## src/rtl/cwf_pkg.sv

```systemverilog
package cwf_pkg;
  typedef enum logic [1:0] {
    ST_IDLE = 2'd0,
    ST_ADDR = 2'd1,
    ST_DATA = 2'd2,
    ST_DONE = 2'd3
  } fill_st_e;
endpackage

```

## src/rtl/cwf_req_capture.sv

```systemverilog
module cwf_req_capture #(
  parameter int LINE_AW = 27,
  parameter int WIDX_W  = 3,
  parameter int SUB_W   = 1
) (
  input  logic                      clk_i,
  input  logic                      rst_ni,
  input  logic                      load_i,
  input  logic [LINE_AW-1:0]        line_i,
  input  logic [WIDX_W-1:0]         word_i,
  output logic [LINE_AW-1:0]        line_o,
  output logic [WIDX_W-SUB_W-1:0]   start_o,
  output logic [SUB_W-1:0]          sub_o
);
  logic [LINE_AW-1:0] line_q;
  logic [WIDX_W-1:0]  word_q;

  always_ff @(posedge clk_i or negedge rst_ni) begin
    if (!rst_ni) begin
      line_q <= '0;
      word_q <= '0;
    end else if (load_i) begin
      line_q <= line_i;
      word_q <= word_i;
    end
  end

  assign line_o  = line_q;
  assign start_o = word_q[WIDX_W-1:SUB_W];
  assign sub_o   = word_q[SUB_W-1:0];
endmodule

```

## src/rtl/cwf_beat_ctr.sv

```systemverilog
module cwf_beat_ctr #(
  parameter int BIDX_W = 2
) (
  input  logic              clk_i,
  input  logic              rst_ni,
  input  logic              clr_i,
  input  logic              step_i,
  input  logic [BIDX_W-1:0] start_i,
  output logic [BIDX_W-1:0] idx_o,
  output logic              first_o,
  output logic              last_o
);
  logic [BIDX_W-1:0] cnt_q;

  always_ff @(posedge clk_i or negedge rst_ni) begin
    if (!rst_ni)     cnt_q <= '0;
    else if (clr_i)  cnt_q <= '0;
    else if (step_i) cnt_q <= cnt_q + 1'b1;
  end

  // power-of-two beat count: wrap comes from width truncation
  assign idx_o   = start_i + cnt_q;
  assign first_o = (cnt_q == '0);
  assign last_o  = (cnt_q == {BIDX_W{1'b1}});

  AST_CTR_WRAP: assert property (@(posedge clk_i) disable iff (!rst_ni)
    (step_i && last_o && !clr_i) |=> first_o);
endmodule

```

## src/rtl/cwf_word_pick.sv

```systemverilog
module cwf_word_pick #(
  parameter int WORD_W    = 32,
  parameter int BUS_WORDS = 2,
  localparam int SUB_W    = (BUS_WORDS > 1) ? $clog2(BUS_WORDS) : 1
) (
  input  logic [WORD_W*BUS_WORDS-1:0] data_i,
  input  logic [SUB_W-1:0]            sel_i,
  output logic [WORD_W-1:0]           word_o
);
  logic [WORD_W-1:0] lane [BUS_WORDS];

  for (genvar g = 0; g < BUS_WORDS; g++) begin : g_lane
    assign lane[g] = data_i[g*WORD_W +: WORD_W];
  end

  assign word_o = lane[sel_i];
endmodule

```

## src/rtl/cwf_fill_seq.sv

```systemverilog
module cwf_fill_seq #(
  parameter int ADDR_W     = 32,
  parameter int WORD_W     = 32,
  parameter int LINE_WORDS = 8,
  parameter int BUS_WORDS  = 2,
  localparam int BEATS      = LINE_WORDS / BUS_WORDS,
  localparam int BUS_W      = WORD_W * BUS_WORDS,
  localparam int WIDX_W     = $clog2(LINE_WORDS),
  localparam int BIDX_W     = $clog2(BEATS),
  localparam int SUB_W      = $clog2(BUS_WORDS),
  localparam int OFF_W      = $clog2(LINE_WORDS * WORD_W / 8),
  localparam int BEAT_OFF_W = $clog2(BUS_W / 8),
  localparam int LINE_AW    = ADDR_W - OFF_W
) (
  input  logic               clk_i,
  input  logic               rst_ni,
  input  logic               req_valid_i,
  output logic               req_ready_o,
  input  logic [LINE_AW-1:0] req_line_i,
  input  logic [WIDX_W-1:0]  req_word_i,
  output logic               bus_req_o,
  output logic [ADDR_W-1:0]  bus_addr_o,
  input  logic               bus_ack_i,
  input  logic               bus_dvalid_i,
  input  logic [BUS_W-1:0]   bus_data_i,
  output logic               lb_we_o,
  output logic [BIDX_W-1:0]  lb_idx_o,
  output logic [BUS_W-1:0]   lb_data_o,
  output logic               restart_o,
  output logic [WORD_W-1:0]  restart_word_o,
  output logic               line_valid_o
);
  import cwf_pkg::*;

  fill_st_e st_q, st_d;
  logic              accept;
  logic              beat_we;
  logic              first_beat, last_beat;
  logic [LINE_AW-1:0] line_q;
  logic [BIDX_W-1:0] start_q;
  logic [SUB_W-1:0]  sub_q;

  assign accept  = (st_q == ST_IDLE) && req_valid_i;
  assign beat_we = (st_q == ST_DATA) && bus_dvalid_i;

  always_comb begin
    st_d = st_q;
    unique case (st_q)
      ST_IDLE: if (req_valid_i) st_d = ST_ADDR;
      ST_ADDR: if (bus_ack_i) st_d = ST_DATA;
      ST_DATA: if (bus_dvalid_i && last_beat) st_d = ST_DONE;
      ST_DONE: st_d = ST_IDLE;
      default: st_d = ST_IDLE;
    endcase
  end

  always_ff @(posedge clk_i or negedge rst_ni) begin
    if (!rst_ni) st_q <= ST_IDLE;
    else         st_q <= st_d;
  end

  cwf_req_capture #(
    .LINE_AW(LINE_AW), .WIDX_W(WIDX_W), .SUB_W(SUB_W)
  ) u_cap (
    .clk_i  (clk_i),
    .rst_ni (rst_ni),
    .load_i (accept),
    .line_i (req_line_i),
    .word_i (req_word_i),
    .line_o (line_q),
    .start_o(start_q),
    .sub_o  (sub_q)
  );

  cwf_beat_ctr #(.BIDX_W(BIDX_W)) u_ctr (
    .clk_i  (clk_i),
    .rst_ni (rst_ni),
    .clr_i  (accept),
    .step_i (beat_we),
    .start_i(start_q),
    .idx_o  (lb_idx_o),
    .first_o(first_beat),
    .last_o (last_beat)
  );

  cwf_word_pick #(.WORD_W(WORD_W), .BUS_WORDS(BUS_WORDS)) u_pick (
    .data_i(bus_data_i),
    .sel_i (sub_q),
    .word_o(restart_word_o)
  );

  assign req_ready_o  = (st_q == ST_IDLE);
  assign bus_req_o    = (st_q == ST_ADDR);
  assign bus_addr_o   = {line_q, start_q, {BEAT_OFF_W{1'b0}}};
  assign lb_we_o      = beat_we;
  assign lb_data_o    = bus_data_i;
  assign restart_o    = beat_we && first_beat;
  assign line_valid_o = (st_q == ST_DONE);

  AST_ADDR_HOLD: assert property (@(posedge clk_i) disable iff (!rst_ni)
    (bus_req_o && !bus_ack_i) |=> (bus_req_o && $stable(bus_addr_o)));
  AST_NO_WE_IN_ADDR: assert property (@(posedge clk_i) disable iff (!rst_ni)
    (bus_req_o || req_ready_o) |-> !lb_we_o);
  AST_RESTART_ON_WRITE: assert property (@(posedge clk_i) disable iff (!rst_ni)
    restart_o |-> (lb_we_o && lb_idx_o == start_q));
  AST_LV_PULSE: assert property (@(posedge clk_i) disable iff (!rst_ni)
    line_valid_o |=> !line_valid_o);
  AST_LV_AFTER_WRITE: assert property (@(posedge clk_i) disable iff (!rst_ni)
    line_valid_o |-> $past(lb_we_o));
  AST_LV_NOT_READY: assert property (@(posedge clk_i) disable iff (!rst_ni)
    line_valid_o |-> !req_ready_o);
  AST_READY_AFTER_LV: assert property (@(posedge clk_i) disable iff (!rst_ni)
    line_valid_o |=> req_ready_o);
endmodule

```

## config.mk

```make
export PLATFORM = sky130hd
export DESIGN_NAME = cwf_fill_seq
export DESIGN_NICKNAME = d
export VERILOG_FILES = /design/src/rtl/cwf_pkg.sv /design/src/rtl/cwf_req_capture.sv /design/src/rtl/cwf_beat_ctr.sv /design/src/rtl/cwf_word_pick.sv /design/src/rtl/cwf_fill_seq.sv
export SDC_FILE = /design/constraint.sdc
export NUM_CORES = 1
export LEC_CHECK = 0
export BUFFER_PORTS_ARGS = -buffer_cell sky130_fd_sc_hd__buf_4
export CORE_MARGIN = 5
export CORE_UTILIZATION = 36
export DETAILED_ROUTE_END_ITERATION = 12
export HOLD_SLACK_MARGIN = 0.06
export PLACE_DENSITY = 0.81
export REMOVE_ABC_BUFFERS = 1
export SETUP_SLACK_MARGIN = 0.02
export SYNTH_ARGS = -nofsm -noshare
export SYNTH_HDL_FRONTEND = slang
export SYNTH_SLANG_ARGS = --single-unit
```

## constraint.sdc

```tcl
create_clock -name clk_i -period 1.8 [get_ports clk_i]
set_input_delay 0.54 -clock clk_i [delete_from_list [all_inputs] [get_ports clk_i]]
set_output_delay 0.54 -clock clk_i [all_outputs]
set_load 0.02 [all_outputs]
```

Word level (Yosys, flattened, before mapping)
Cells that the tools add are included.
{"block": "word_totals", "regBits": 34, "n_memories": 0, "mem_bits_rw": 0, "romBits": 0, "in_bits": 99, "latch_bits": 0}
{"block": "op_classes", "order_cmp": 1, "n_eq_ne": 7, "n_mul": 0, "shifts": 0, "reduce_logical": 8, "bitwise_logic": 1, "add_sub_neg": 2, "mux": 9, "div_mod_pow": 0}
{"op": "2-to-1 mux 32 bit", "count": 3}
{"op": "2-to-1 mux 2 bit", "count": 5}
{"op": "case mux 2 bit (4 select lines)", "count": 1}
{"op": "equality test 2 bit (second input constant)", "count": 3}
{"op": "logical AND 1 bit", "count": 4}
{"op": "zero test 2 bit", "count": 2}
{"op": "inequality test 2 x 1 -> 1 bit (second input constant)", "count": 2}
{"op": "AND reduction 3 bit", "count": 1}
{"op": "adder 2 x 1 -> 2 bit (second input constant)", "count": 1}
{"op": "adder 2 bit", "count": 1}
{"op": "equality test 2 x 1 -> 1 bit (second input constant)", "count": 1}
{"op": "greater-or-equal comparator 2 bit (second input constant)", "count": 1}
{"op": "inequality test 2 bit (second input constant)", "count": 1}
{"op": "NOT 1 -> 2 bit", "count": 1}
{"op": "nonzero test 2 bit", "count": 1}

Longest topological paths before layout
{"block": "depth", "word_depth": 4, "ltp_mapped": 5, "ltp_nobuf": 5}

Cells and area by module
A second synthesis with hierarchy kept.
{"block": "hier_totals", "cells_unflattened": 200, "area_unflattened_um2": 2616.3}
{"module": "cwf_req_capture", "area_per_inst_um2": 1234.9, "cells_each": 63, "instances": 1, "seq_area_each_um2": 750.7}
{"module": "cwf_fill_seq", "area_per_inst_um2": 698.2, "cells_each": 88, "instances": 1, "seq_area_each_um2": 50.0}
{"module": "cwf_word_pick", "area_per_inst_um2": 544.3, "cells_each": 36, "instances": 1, "seq_area_each_um2": 0.0}
{"module": "cwf_beat_ctr", "area_per_inst_um2": 138.9, "cells_each": 13, "instances": 1, "seq_area_each_um2": 50.0}

Worst setup path before layout
Ideal clock, no wire load.
{"block": "synth_path", "path_type": "reg-to-output", "startpoint": "register u_cap.word_q[1]", "endpoint": "output lb_idx_o[1]", "path_stages_with_launch": 4, "path_buffers": 0, "arrival_time_ns": 1.192, "required_ns": 1.260, "slack_ns": 0.068, "cell_sequence": "dfrtp_1 > ha_1 > xnor2_1 > xnor2_1"}
{"block": "synth_between", "elab_chain_len": 1}
{"element": "start, declared", "line": "cwf_req_capture.sv:16", "rtl": "logic [WIDX_W-1:0] word_q;"}
{"element": "start signal, assigned", "line": "cwf_req_capture.sv:24", "rtl": "word_q <= word_i;"}
{"element": "adder 2 bit", "line": "cwf_beat_ctr.sv:22", "rtl": "assign idx_o = start_i + cnt_q;"}
{"element": "end, declared", "line": "cwf_fill_seq.sv:27", "rtl": "output logic [BIDX_W-1:0] lb_idx_o,"}
No other way between the ends.

Worst setup path in the final report
{"block": "layout_path", "startpoint": "register u_cap.word_q[0]", "endpoint": "output restart_word_o[25]"}
{"block": "layout_between", "elab_chain_len": 4}
{"element": "NOT 1 -> 2 bit (implied by the code)", "line": "cwf_word_pick.sv:16", "rtl": "assign word_o = lane[sel_i];"}
{"element": "2-to-1 mux 32 bit (implied by the code) (3 in a row)", "line": "cwf_word_pick.sv:16"}
{"element": "end, declared", "line": "cwf_fill_seq.sv:30", "rtl": "output logic [WORD_W-1:0] restart_word_o,"}
No other way between the ends. The select of a mux whose other input is x is not followed.

==> flow_metrics.env <==
export IMPL_synthCells=201
export IMPL_clock_fmax_ghz=0.516
export IMPL_fin_crit_sh=1.08
export IMPL_worstSetupPathType="reg2out"
export IMPL_synth_most_common_cell="buf_4"
export IMPL_ios=234
export IMPL_via_per_inst=4.62
export IMPL_cts_tree="built"
export IMPL_synth_top_cell_area_share=0.367
export IMPL_ys_ff_latch=34
export IMPL_grt_pass1_wl_um=14600
export IMPL_drc_errors=0
export IMPL_r2r_end="st_q[1]"
export IMPL_dp_final_hpwl_um=8120
export IMPL_portBuffers=230
export IMPL_fp_dieH_um=90.3
export IMPL_fp_row_count=29
export IMPL_clockRootBuffer="clkbuf_8"
export IMPL_drv_cap=0
export IMPL_final_max_slew_viol_count=0
export IMPL_power_density_nw_per_um2=1620
export IMPL_postCtsHoldBufs=0
export IMPL_total_leakage_power_nw=2.10
export IMPL_drtIter0Drc=75
export IMPL_rsz0062_at_grt="true"
export IMPL_cts_sinks=34
export IMPL_clk_pin_slew_worst_paths_ns=0.07
export IMPL_critPathRequiredTime_ns=1.26
export IMPL_netlist_top_cell_by_area="dfrtp_1"
export IMPL_hold_class="in2async"
export IMPL_synth_cell_types=19
export IMPL_final_util=0.642
export IMPL_drtPass1Iterations=5
export IMPL_ant_nets=0
export IMPL_start_kind="register"
export IMPL_power_total_mw=6.57
export IMPL_synth_area_um2=2320
export IMPL_synth_ff_type="dfrtp_1"
export IMPL_n_antenna_cell=0
export IMPL_rrSetupSlack_ns=0.09
export IMPL_first_global_vias=2313
export IMPL_start_util=0.368
export IMPL_grt_max_degree=35
export IMPL_r2r_cells=6
export IMPL_yosysSeqAreaShare=0.367
export IMPL_yosys_top_cells_count="buf_4, mux2_2, dfrtp_1"
export IMPL_fin_nets=485
export IMPL_synth_avg_cell_area_um2=11.5
export IMPL_grt_usage=0.232
export IMPL_fin_crit_ns=1.94
export IMPL_worstSkewPairLatency_ns=0.28
export IMPL_area_delta_synth_final_pct=74.8
export IMPL_violations="setup timing"
export IMPL_setup_slack_ns=-0.136
export IMPL_finalSetupViolations=34
export IMPL_drive_above_1_share=0.868
export IMPL_core_um2=6310
export IMPL_drt_wirelength_per_cell_um=21.6
export IMPL_cp_max_fo=20
export IMPL_end_kind="primary output"
export IMPL_clockBufferDepth=2
export IMPL_yosys_warnings=0
export IMPL_cp_arrival_ns=1.40
export IMPL_tns_ns=-3.03
export IMPL_vdd_drop_max_v=0.00102
export IMPL_skew_ns=0.00917
export IMPL_die_area_um2=8150
export IMPL_place_congestion=0.936
export IMPL_vias=2106
export IMPL_r2r_start="u_ctr.cnt_q[0]"
export IMPL_cts_htree_levels=2
export IMPL_status="complete, but fails checks"
export IMPL_synthArstFlopShare=1.00
export IMPL_grt_antenna_before_repair=0
export IMPL_dieWidth_um=90.3
export IMPL_synth_enable_flop_cells=0
export IMPL_cts_made_buffers=5
export IMPL_netlist_top_cells_area="dfrtp_1, mux2_2, buf_4"
export IMPL_drt_total_wl_um=9830
export IMPL_gr_total_overflow=0
export IMPL_hold_viol_final=0
export IMPL_pre_cts_ws_ns=0.0771
-- cell type report --
| cell class | count | area [um^2] |
|---|---|---|
| Clock inverter | 2 | 60.1 |
| Fill cell | 517 | 2260 |
| Clock buffer | 6 | 82.6 |
| Inverter | 7 | 28.8 |
| Multi-Input combinational cell | 88 | 998 |
| Timing Repair Buffer | 242 | 1940 |
| Tap cell | 77 | 96.3 |
| Sequential cell | 34 | 855 |
-- layout by cell type (no fill, tap or decap), types with 2 or more instances in the layout --
master     netlist  layout
a21oi_1          2       2
dfrtp_2          0       3
ha_4             0       4
conb_1           1       3
mux2_2          62      60
dfrtp_1         34      31
inv_2            1       4
bufinv_16        0       2
nand2_1          3       2
buf_4           67     215
inv_1            6       2
buf_12           0       2
ha_1             8       3
mux2_4           0       3
buf_6            0      25
clkbuf_8         0       6
xnor2_1          3       2
-- flip-flops by register name, indices dropped and copies added (netlist names) --
name / cells
u_cap.line_o: 27
u_cap.word_q: 3
st_q: 2
u_ctr.cnt_q: 2
-- worst max path at each step --
stage / startpoint / to / slack [ns] / depth (start not counted)
after floorplan: st_q[0] / u_cap.line_o[0] / -0.22 / 4
after global placement: u_cap.word_q[0] / restart_word_o[5] / 0.17 / 3
after detailed placement: st_q[0] / st_q[1] / 0.08 / 4
after CTS: u_cap.word_q[0] / restart_word_o[25] / -0.15 / 3
after global routing: u_cap.word_q[0] / restart_word_o[25] / -0.19 / 3
final: u_cap.word_q[0] / restart_word_o[25] / -0.14 / 3
-- worst max-delay path: stages (launching register included) --
cell and delay, ns:
dfrtp_2 0.41, buf_12 0.17, mux2_2 0.36, buf_4 0.17
-- layer usage --
metal	share of wire	global-route usage	up-vias
met5	0	0	-
met4	0.0051	0.0285	0
met3	0.14	0.154	7
met2	0.51	0.400	128
met1	0.35	0.242	1017
li1	-	-	954
-- report_power, final --
part	switching [mW]	internal (mW)	leakage, nW
Combinational	2.10	2.19	1.62
Clock	0.277	0.591	0.0714
Sequential	0.254	1.16	0.400
-- kinds of logic (layout without fill, tap and decap cells) --
kind of cell | Yosys count | after routing | synth area share
adder cells (fa/ha/maj) | 8 | 8 | 0.0431
XOR/XNOR | 3 | 3 | 0.0113
buffers and inverters | 81 | 257 | 0.243
multiplexers | 64 | 64 | 0.310
flip-flops | 34 | 34 | 0.367
AO/OA/AOI/OAI | 5 | 5 | 0.0156
AND/OR/NAND/NOR | 5 | 5 | 0.00916
other | 1 | 3 | 0.00162
-- what timing repair did --
action,4_1_cts,5_1_grt
pin swaps,3,4
endpoints found under the setup margin,36,37
gates resized for setup,33,19
buffers inserted,6,1
cloned,0,1
-- per-stage QoR --
step,cells,area (um^2),hold slack [ns]
2_1_floorplan,129,1790,0.244
3_3_place_gp,440,3670,0.489
3_5_place_dp,440,3670,0.495
4_1_cts,454,3990,0.204
5_1_grt,456,4060,0.213
6_report,456,4060,0.201
(Power assumes the default switching activity.)
